==> src/rtl/stepseq_pkg.sv <==
package stepseq_pkg;
    localparam int POS_W    = 6;
    localparam int MAG_W    = 8;
    localparam int QTR      = 2 ** (POS_W - 2);
    localparam int HOME_POS = QTR / 2;
    localparam int K_W      = POS_W - 1;

    typedef logic [POS_W-1:0] pos_t;
    typedef logic [MAG_W-1:0] mag_t;

    typedef enum logic [1:0] {
        ST_HOME  = 2'd0,
        ST_RUN   = 2'd1,
        ST_SLEEP = 2'd2
    } ctrl_state_t;
endpackage

==> src/rtl/step_sync.sv <==
module step_sync #(
    parameter int STAGES = 2
) (
    input  logic clk,
    input  logic rst_n,
    input  logic async_in,
    output logic rise
);
    logic [STAGES-1:0] sync_q;
    logic              last_q;

    always_ff @(posedge clk or negedge rst_n) begin
        if (!rst_n) begin
            sync_q <= '0;
            last_q <= 1'b0;
        end else begin
            for (int k = STAGES - 1; k > 0; k--) begin
                sync_q[k] <= sync_q[k-1];
            end
            sync_q[0] <= async_in;
            last_q    <= sync_q[STAGES-1];
        end
    end

    assign rise = sync_q[STAGES-1] & ~last_q;

    // a detected edge is a single-cycle pulse
    p_single_pulse_r2: assert property (@(posedge clk) disable iff (!rst_n)
        rise |=> !rise);
endmodule

==> src/rtl/seq_ctrl.sv <==
module seq_ctrl
    import stepseq_pkg::*;
(
    input  logic        clk,
    input  logic        rst_n,
    input  logic        home_req,
    input  logic        sleep,
    output ctrl_state_t state,
    output logic        step_ok,
    output logic        drv_en,
    output logic        in_home
);
    ctrl_state_t state_q, state_d;

    always_comb begin
        state_d = state_q;
        unique case (state_q)
            ST_HOME: begin
                if (home_req)   state_d = ST_HOME;   // T_ENTER_HOME (hold)
                else if (sleep) state_d = ST_SLEEP;  // T_RELEASE_SLEEP
                else            state_d = ST_RUN;    // T_RELEASE_RUN
            end
            ST_RUN: begin
                if (home_req)   state_d = ST_HOME;   // T_ENTER_HOME
                else if (sleep) state_d = ST_SLEEP;  // T_DOZE
            end
            ST_SLEEP: begin
                if (home_req)   state_d = ST_HOME;   // T_ENTER_HOME
                else if (!sleep) state_d = ST_RUN;   // T_WAKE
            end
            default: state_d = ST_HOME;
        endcase
    end

    always_ff @(posedge clk or negedge rst_n) begin
        if (!rst_n) state_q <= ST_HOME;
        else        state_q <= state_d;
    end

    always_comb begin
        state   = state_q;
        drv_en  = (state_q == ST_RUN);
        in_home = (state_q == ST_HOME);
        step_ok = (state_q != ST_HOME) && !home_req;
    end

    // the enable only follows a cycle with neither sleep nor home request
    p_enable_r8: assert property (@(posedge clk) disable iff (!rst_n)
        drv_en |-> $past(!sleep && !home_req));

    // a home request always lands the controller in home
    p_home_state_r4: assert property (@(posedge clk) disable iff (!rst_n)
        home_req |=> in_home && !drv_en);
endmodule

==> src/rtl/pos_track.sv <==
module pos_track
    import stepseq_pkg::*;
(
    input  logic       clk,
    input  logic       rst_n,
    input  logic       home_req,
    input  logic       step_rise,
    input  logic       step_ok,
    input  logic [1:0] res_sel,
    input  logic       dir_cw,
    output pos_t       pos_q
);
    pos_t inc;

    assign inc = pos_t'(1) << res_sel;

    always_ff @(posedge clk or negedge rst_n) begin
        if (!rst_n)                     pos_q <= pos_t'(HOME_POS);
        else if (home_req)              pos_q <= pos_t'(HOME_POS);
        else if (step_rise && step_ok)  pos_q <= dir_cw ? pos_q + inc : pos_q - inc;
    end

    // home request lands on the 45 degree index
    p_home_pos_r4: assert property (@(posedge clk) disable iff (!rst_n)
        home_req |=> pos_q == pos_t'(HOME_POS));

    // no accepted edge, no movement
    p_hold_r7: assert property (@(posedge clk) disable iff (!rst_n)
        (!step_rise && !home_req) |=> $stable(pos_q));

    // an accepted step moves by a single power of two either way
    p_step_size_r1: assert property (@(posedge clk) disable iff (!rst_n)
        (step_rise && step_ok) |=>
            ($countones(pos_t'(pos_q - $past(pos_q))) == 1) ||
            ($countones(pos_t'($past(pos_q) - pos_q)) == 1));
endmodule

==> src/rtl/wave_lut.sv <==
module wave_lut
    import stepseq_pkg::*;
(
    input  pos_t angle,
    output mag_t mag,
    output logic neg
);
    logic [1:0]     quad;
    logic [K_W-1:0] frac;
    logic [K_W-1:0] k;

    function automatic mag_t qsine(input logic [K_W-1:0] idx);
        unique case (idx)
            5'd0:  qsine = 8'd0;
            5'd1:  qsine = 8'd25;
            5'd2:  qsine = 8'd50;
            5'd3:  qsine = 8'd74;
            5'd4:  qsine = 8'd98;
            5'd5:  qsine = 8'd120;
            5'd6:  qsine = 8'd142;
            5'd7:  qsine = 8'd162;
            5'd8:  qsine = 8'd180;
            5'd9:  qsine = 8'd197;
            5'd10: qsine = 8'd212;
            5'd11: qsine = 8'd225;
            5'd12: qsine = 8'd236;
            5'd13: qsine = 8'd244;
            5'd14: qsine = 8'd250;
            5'd15: qsine = 8'd254;
            5'd16: qsine = 8'd255;
            default: qsine = 8'd0;
        endcase
    endfunction

    always_comb begin
        quad = angle[POS_W-1:POS_W-2];
        frac = {1'b0, angle[POS_W-3:0]};
        k    = quad[0] ? (K_W'(QTR) - frac) : frac;
        mag  = qsine(k);
        neg  = quad[1] && (mag != '0);
    end
endmodule

==> src/rtl/stepseq_top.sv <==
module stepseq_top
    import stepseq_pkg::*;
#(
    parameter int SYNC_STAGES = 2
) (
    input  logic       clk,
    input  logic       rst_n,
    input  logic       home_req,
    input  logic       step_in,
    input  logic [1:0] res_sel,
    input  logic       dir_cw,
    input  logic       sleep,
    output logic [7:0] pha_mag,
    output logic       pha_neg,
    output logic [7:0] phb_mag,
    output logic       phb_neg,
    output logic       mon,
    output logic       drv_en
);
    logic        step_rise;
    logic        step_ok;
    logic        in_home;
    ctrl_state_t state;
    pos_t        pos_q;
    mag_t        mag_w [2];
    logic        neg_w [2];

    step_sync #(.STAGES(SYNC_STAGES)) u_sync (
        .clk(clk), .rst_n(rst_n), .async_in(step_in), .rise(step_rise)
    );

    seq_ctrl u_ctrl (
        .clk(clk), .rst_n(rst_n), .home_req(home_req), .sleep(sleep),
        .state(state), .step_ok(step_ok), .drv_en(drv_en), .in_home(in_home)
    );

    pos_track u_pos (
        .clk(clk), .rst_n(rst_n), .home_req(home_req), .step_rise(step_rise),
        .step_ok(step_ok), .res_sel(res_sel), .dir_cw(dir_cw), .pos_q(pos_q)
    );

    for (genvar p = 0; p < 2; p++) begin : g_phase
        pos_t ang;
        assign ang = pos_q + pos_t'(p * QTR);
        wave_lut u_lut (.angle(ang), .mag(mag_w[p]), .neg(neg_w[p]));
    end

    assign pha_mag = mag_w[0];
    assign pha_neg = neg_w[0];
    assign phb_mag = mag_w[1];
    assign phb_neg = neg_w[1];
    assign mon     = !in_home && (pos_q[POS_W-3:0] == (POS_W-2)'(HOME_POS));

    // on a diagonal both phase magnitudes match
    p_mon_diag_r6: assert property (@(posedge clk) disable iff (!rst_n)
        mon |-> (pha_mag == phb_mag) && (state != ST_HOME));

    // after a home request both phases sit positive at equal level
    p_home_code_r5: assert property (@(posedge clk) disable iff (!rst_n)
        home_req |=> !mon && !pha_neg && !phb_neg && (pha_mag == phb_mag));
endmodule

==> config.mk <==
export PLATFORM = sky130hd
export DESIGN_NAME = stepseq_top
export DESIGN_NICKNAME = d
export VERILOG_FILES = /design/src/rtl/stepseq_pkg.sv /design/src/rtl/step_sync.sv /design/src/rtl/seq_ctrl.sv /design/src/rtl/pos_track.sv /design/src/rtl/wave_lut.sv /design/src/rtl/stepseq_top.sv
export SDC_FILE = /design/constraint.sdc
export NUM_CORES = 1
export LEC_CHECK = 0
export ABC_CLOCK_PERIOD_IN_PS = 3670
export BUFFER_PORTS_ARGS = -buffer_cell sky130_fd_sc_hd__buf_2
export CORE_UTILIZATION = 40
export CTS_CLUSTER_SIZE = 30
export DETAILED_ROUTE_END_ITERATION = 10
export PLACE_DENSITY = 0.7
export SYNTH_ARGS = -nofsm -noshare
export SYNTH_HDL_FRONTEND = slang
export SYNTH_HIERARCHICAL = 1
export SYNTH_SLANG_ARGS = --single-unit
==> constraint.sdc <==
create_clock -name clk -period 3.67 [get_ports clk]
set_input_delay 0.367 -clock clk [delete_from_list [all_inputs] [get_ports clk]]
set_output_delay 0.367 -clock clk [all_outputs]
set_load 0.005 [all_outputs]
* After elaboration in Yosys (flattened, before gate mapping)
Memories as Yosys holds them, arrays and structs flattened.
Cells that the tools add are included.
** Storage, ports and cells
- Bits in read-only memories :: 512
- Word-level logic and storage cells :: 44
- Memories kept :: 2
- Bits in registers :: 11
** Operators by class
- Bitwise logic cells :: 2
- Shift operators :: 1
- Reduce and logical (&&, ||, !) cells :: 13
- Add/subtract/negate cells :: 5
- Muxes and demuxes :: 12
- Eq/ne operators :: 5
** Memories
- (no name shown) :: words 32, bits a word 8, rd ports 1, clocked after memory_dff 0, wr ports 0, line wave_lut.sv:13 : unique case (idx)
- (no name shown) :: words 32, bits a word 8, rd ports 1, clocked after memory_dff 0, wr ports 0, line wave_lut.sv:13
** Operator list (number)
- $mux 6 :: 3
- $reduce_bool 8->1 :: 2
- $mux 2 :: 6
- $mux 5 :: 2
- $sub 5x4->5 const A :: 2
- $add 6x5->6 const B :: 1
- $add 6x6->6 :: 1
- $ne 3x3->1 const B :: 2
- $pmux 2 s3 :: 1
- $shl 1x2->6 const A :: 1
- $sub 6x6->6 :: 1
- $logic_and 1x1->1 :: 5
- $eq 4x4->1 const B :: 1
- $reduce_bool 2->1 :: 2
- $eq 2x1->1 const B :: 1
- $eq 2x2->1 const B :: 1
- $logic_not 1->1 :: 2
- $logic_not 2->1 :: 1
- $reduce_and 2->1 :: 1
- $and 1x1->1 :: 1
- $not 1->1 :: 1

* Longest topological paths before layout
An unclocked memory read counts as a cell.
- Depth after elaboration :: 6
- Gate-level depth with buffers :: 10

* Cells and area by module
The synthesis kept the hierarchy.
** By module, submodules not included
- wave_lut (g_phase[0].u_lut) :: cells an instance 76, area each 551.8 um2, instances 1, sequential area each 0.0 um2
- pos_track :: cells an instance 60, area each 543.0 um2, instances 1, sequential area each 151.4 um2
- wave_lut (g_phase[1].u_lut) :: cells an instance 56, area each 420.4 um2, instances 1, sequential area each 0.0 um2
- step_sync :: cells an instance 4, area each 88.8 um2, instances 1, sequential area each 75.1 um2
- seq_ctrl :: cells an instance 8, area each 86.3 um2, instances 1, sequential area each 50.0 um2
- stepseq_top :: cells an instance 4, area each 31.3 um2, instances 1, sequential area each 0.0 um2

* Worst setup path before layout
No wires, ideal clock.
- Path type :: register -> output
- Start :: reg u_pos.pos_q[0]
- End :: out pha_neg
- Stages on the path, launching flop included :: 11
- Arrival :: 2.885 ns
- Required time :: 3.303 ns
- Setup slack :: 0.418 ns
- Cells stage by stage :: dfrtp_1 buf_2 clkinv_1 ha_1 mux2i_1 inv_2 ha_1 o221ai_1 a221o_1 a2111oi_2 a41oi_1
** On the way
- Word-level cells in the longest chain between the ends :: 5
** RTL lines
- from (decl) :: line pos_track.sv:11 : output pos_t pos_q
- from (signal assigned) :: line pos_track.sv:18 : if (!rst_n) pos_q <= pos_t'(HOME_POS);
- from (signal assigned) :: line pos_track.sv:19 : else if (home_req) pos_q <= pos_t'(HOME_POS);
- from (signal assigned) :: line pos_track.sv:20 : else if (step_rise && step_ok) pos_q <= dir_cw ? pos_q + inc : pos_q - inc;
- $sub 5x4->5 :: line wave_lut.sv:38 : k = quad[0] ? (K_W'(QTR) - frac) : frac;
- $mux 5 (*) :: line wave_lut.sv:38
- $mem_v2 32x8 (*)
- $reduce_bool 8->1 (*) :: line wave_lut.sv:40 : neg = quad[1] && (mag != '0);
- $logic_and 1x1->1 (*) :: line wave_lut.sv:40
- to (decl) :: line stepseq_top.sv:14 : output logic pha_neg,
Every way passes the cells marked *; elsewhere a longest branch is shown, timed or not.

* Worst setup path in the final report
Same ends and word-level chain as after synthesis.

==> run metrics <==
final worst-path cycle share 89.1%; clk_skew 0.00139 ns; Hold WS 0.237 ns; synthesized area per cell 8.28 um^2; vias in the first global route 1,440; Die Y 67.6 um; Max Fclk 306 MHz; Post-Syn Nets 231; CTS max path bufs 2; Synth area leaders dfrtp_1 15%, ha_1 10%, a21oi_1 4.7%; Max rail drop VDD 0.251 mV; CTS tree yes; post-synth top area share 14.5%; clock-pin slew on the worst setup and hold paths 0.05 ns; kind of critical path reg2out; I/O pin cnt 28; Yosys cell types 70; Initial DRC Count 174; Power Density 192 nW/um^2; Nets 262; clock root cell clkbuf_8; post-DP HPWL 2.93 mm; DRT antenna net count 0; gp weighted congestion 0.830; commonest non-fill, non-tap cell in the layout buf_2; area growth from synthesis to layout 14.1%; CP arrival 2.90 ns; fin. max-slew vios 0; CP peak stage delay 0.39 ns; RSZ-0062 raised after global routing false; critical path endpoint pha_neg; share of cells above drive strength 1 26.1%; post-synth top area cell dfrtp_1; most frequent cells in the layout 27 x buf_2, 17 x nand2_1, 16 x a21oi_1; initial antenna violation count 0; final setup TNS 0 ns; Tmin final 3.27 ns; Post-synth top flop dfrtp_1; largest net degree at the start of global routing 22; max cap viols 0; Tot GR Track Use 18.4%; vias per inst 5.88; Critical Path Most Common Cell ha_1; Slowest cell on crit path ha_1; FF-to-FF setup slack 1.48 ns; Leakage 0.854 nW; Yosys reg bits 11; Crit path max-delay family compound AO/OA/AOI/OAI gates; Critical Path End Type output port; clk_lat worst skew 0.24 ns; row cnt 23; DR vias 1,694; Final Util 48.4%; Worst slew margin 46.7%; Post-CTS Setup Bufs 0; Synth Warn # 6; depth of the most critical reg-to-reg path 5; Worst path depth 10; core region area 4060 um^2; critical-path cell list clkinv_1 > ha_1 > mux2i_1 > inv_2 > ha_1 > o221ai_1 > a221o_1 > a2111oi_2 > a41oi_1 > buf_2; Reg2Reg Launch Point u_pos/pos_q[2]; DRT Pass-1 Iters 4; post-CTS sizing 0; number of diodes 0; largest fanout on the critical path 9; Avg WL per Cell 13.6 um; Final Total Pwr 0.000377 W; Initial Utilization 42.4%; worst-margin pin slew 0.794 ns; Async SR Flop Fraction 100%; first-pass GRT wire length 6.47 mm; Seq/Total Area, Yosys 16.1%; Mapped Cells 208; Netlist Area Pre-Place 1720 um^2; CTS buffer count 3; Startpoint Class flip-flop; Die X-Extent 67.6 um; worst hold path class in2reg; port bufs 27; Worst setup startpoint u_pos/pos_q[0]; Max H-tree Level 1; die area 4570 um^2; gr ovfl total 0; CTS sink cnt 11; reg2reg end u_pos/pos_q[5]; worst path required time 3.30 ns; EDFF count, synth 0; number of hold violations in the final report 0; outcome finished, final reports clean; Crit path buffers/inverters 3; Final setup viols 0; final WL 3.91 mm; DRC viols 0
==> synthesized netlist by cell type (3+ instances only) <==
| cell | number |
|---|---|
| a21oi_1 | 16 |
| a31oi_1 | 4 |
| and2_1 | 3 |
| buf_2 | 5 |
| dfrtp_1 | 10 |
| ha_1 | 14 |
| inv_1 | 11 |
| mux2i_1 | 4 |
| nand2_1 | 17 |
| nand2b_1 | 7 |
| nand3_1 | 6 |
| nor2_1 | 10 |
| nor3_1 | 5 |
| o21ai_0 | 6 |
| o21ai_1 | 4 |
| o22ai_1 | 5 |
| o31ai_1 | 3 |
| xnor2_1 | 9 |
| xor2_1 | 4 |
==> metal layers <==
metal | up-vias | routed length (um) | GRT usage [%]
met5 | - | 0 | 0
met4 | 0 | 80 | 7.18
met3 | 12 | 125 | 2.87
met2 | 43 | 1950 | 30.2
met1 | 796 | 1750 | 23.7
li1 | 843 | - | -
==> area by class of cell <==
cell class / instances / area (um^2)
clock buffers: 4 / 45.0
well taps: 50 / 62.6
repair buffers: 34 / 190
multi-input cells: 175 / 1340
inverters: 14 / 52.6
fillers: 399 / 2090
flip-flops and latches: 11 / 277
==> cells by family (layout without fill, tap and decap cells) <==
| family | Yosys count | in the layout | synth area share (%) |
|---|---|---|---|
| xor+xnor | 14 | 14 | 8.21 |
| flops | 11 | 11 | 16.1 |
| compound gates | 67 | 67 | 28.5 |
| fa+ha+maj | 15 | 15 | 11.3 |
| mux | 7 | 7 | 4.51 |
| simple gates | 72 | 72 | 25.1 |
| buf+inv | 22 | 52 | 6.25 |
==> worst min-delay path by stage <==
stage                        from               end  slack, ns  cells past startpoint
after floorplan             rst_n   u_ctrl/state[0]       0.07                      0
after global placement      rst_n    u_pos/pos_q[5]       0.24                      1
after detailed placement    rst_n    u_pos/pos_q[5]       0.25                      1
after CTS                 step_in  u_sync/sync_q[0]       0.23                      1
after global routing      step_in  u_sync/sync_q[0]       0.22                      1
final                     step_in  u_sync/sync_q[0]       0.24                      1
==> registers in the layout (all words and copies together) (netlist names) <==
name           flops
u_ctrl/state       2
u_pos/pos_q        6
u_sync/sync_q      2
u_sync/last_q      1
==> where the power goes <==
group / internal (W) / total, W / switching, W
sequential: 0.000127 / 0.000134 / 0.00000701
clock: 0.0000759 / 0.000118 / 0.0000418
combinational: 0.0000577 / 0.000126 / 0.0000681
==> timing repair <==
| action | CTS | global route |
|---|---|---|
| hold endpoints to repair | 10 | 0 |
| endpoints found under the setup margin | 0 | 0 |
| hold buffers | 1 | 0 |
==> stage by stage <==
step	instances	cell area [um^2]	worst slack [ns]
final	288	1960	0.401
after global routing	288	1960	0.184
after CTS	288	1960	0.414
after detailed placement	283	1910	0.678
after global placement	283	1910	0.742
after floorplan	208	1720	0.418
Power figures use the tool's default switching activity.
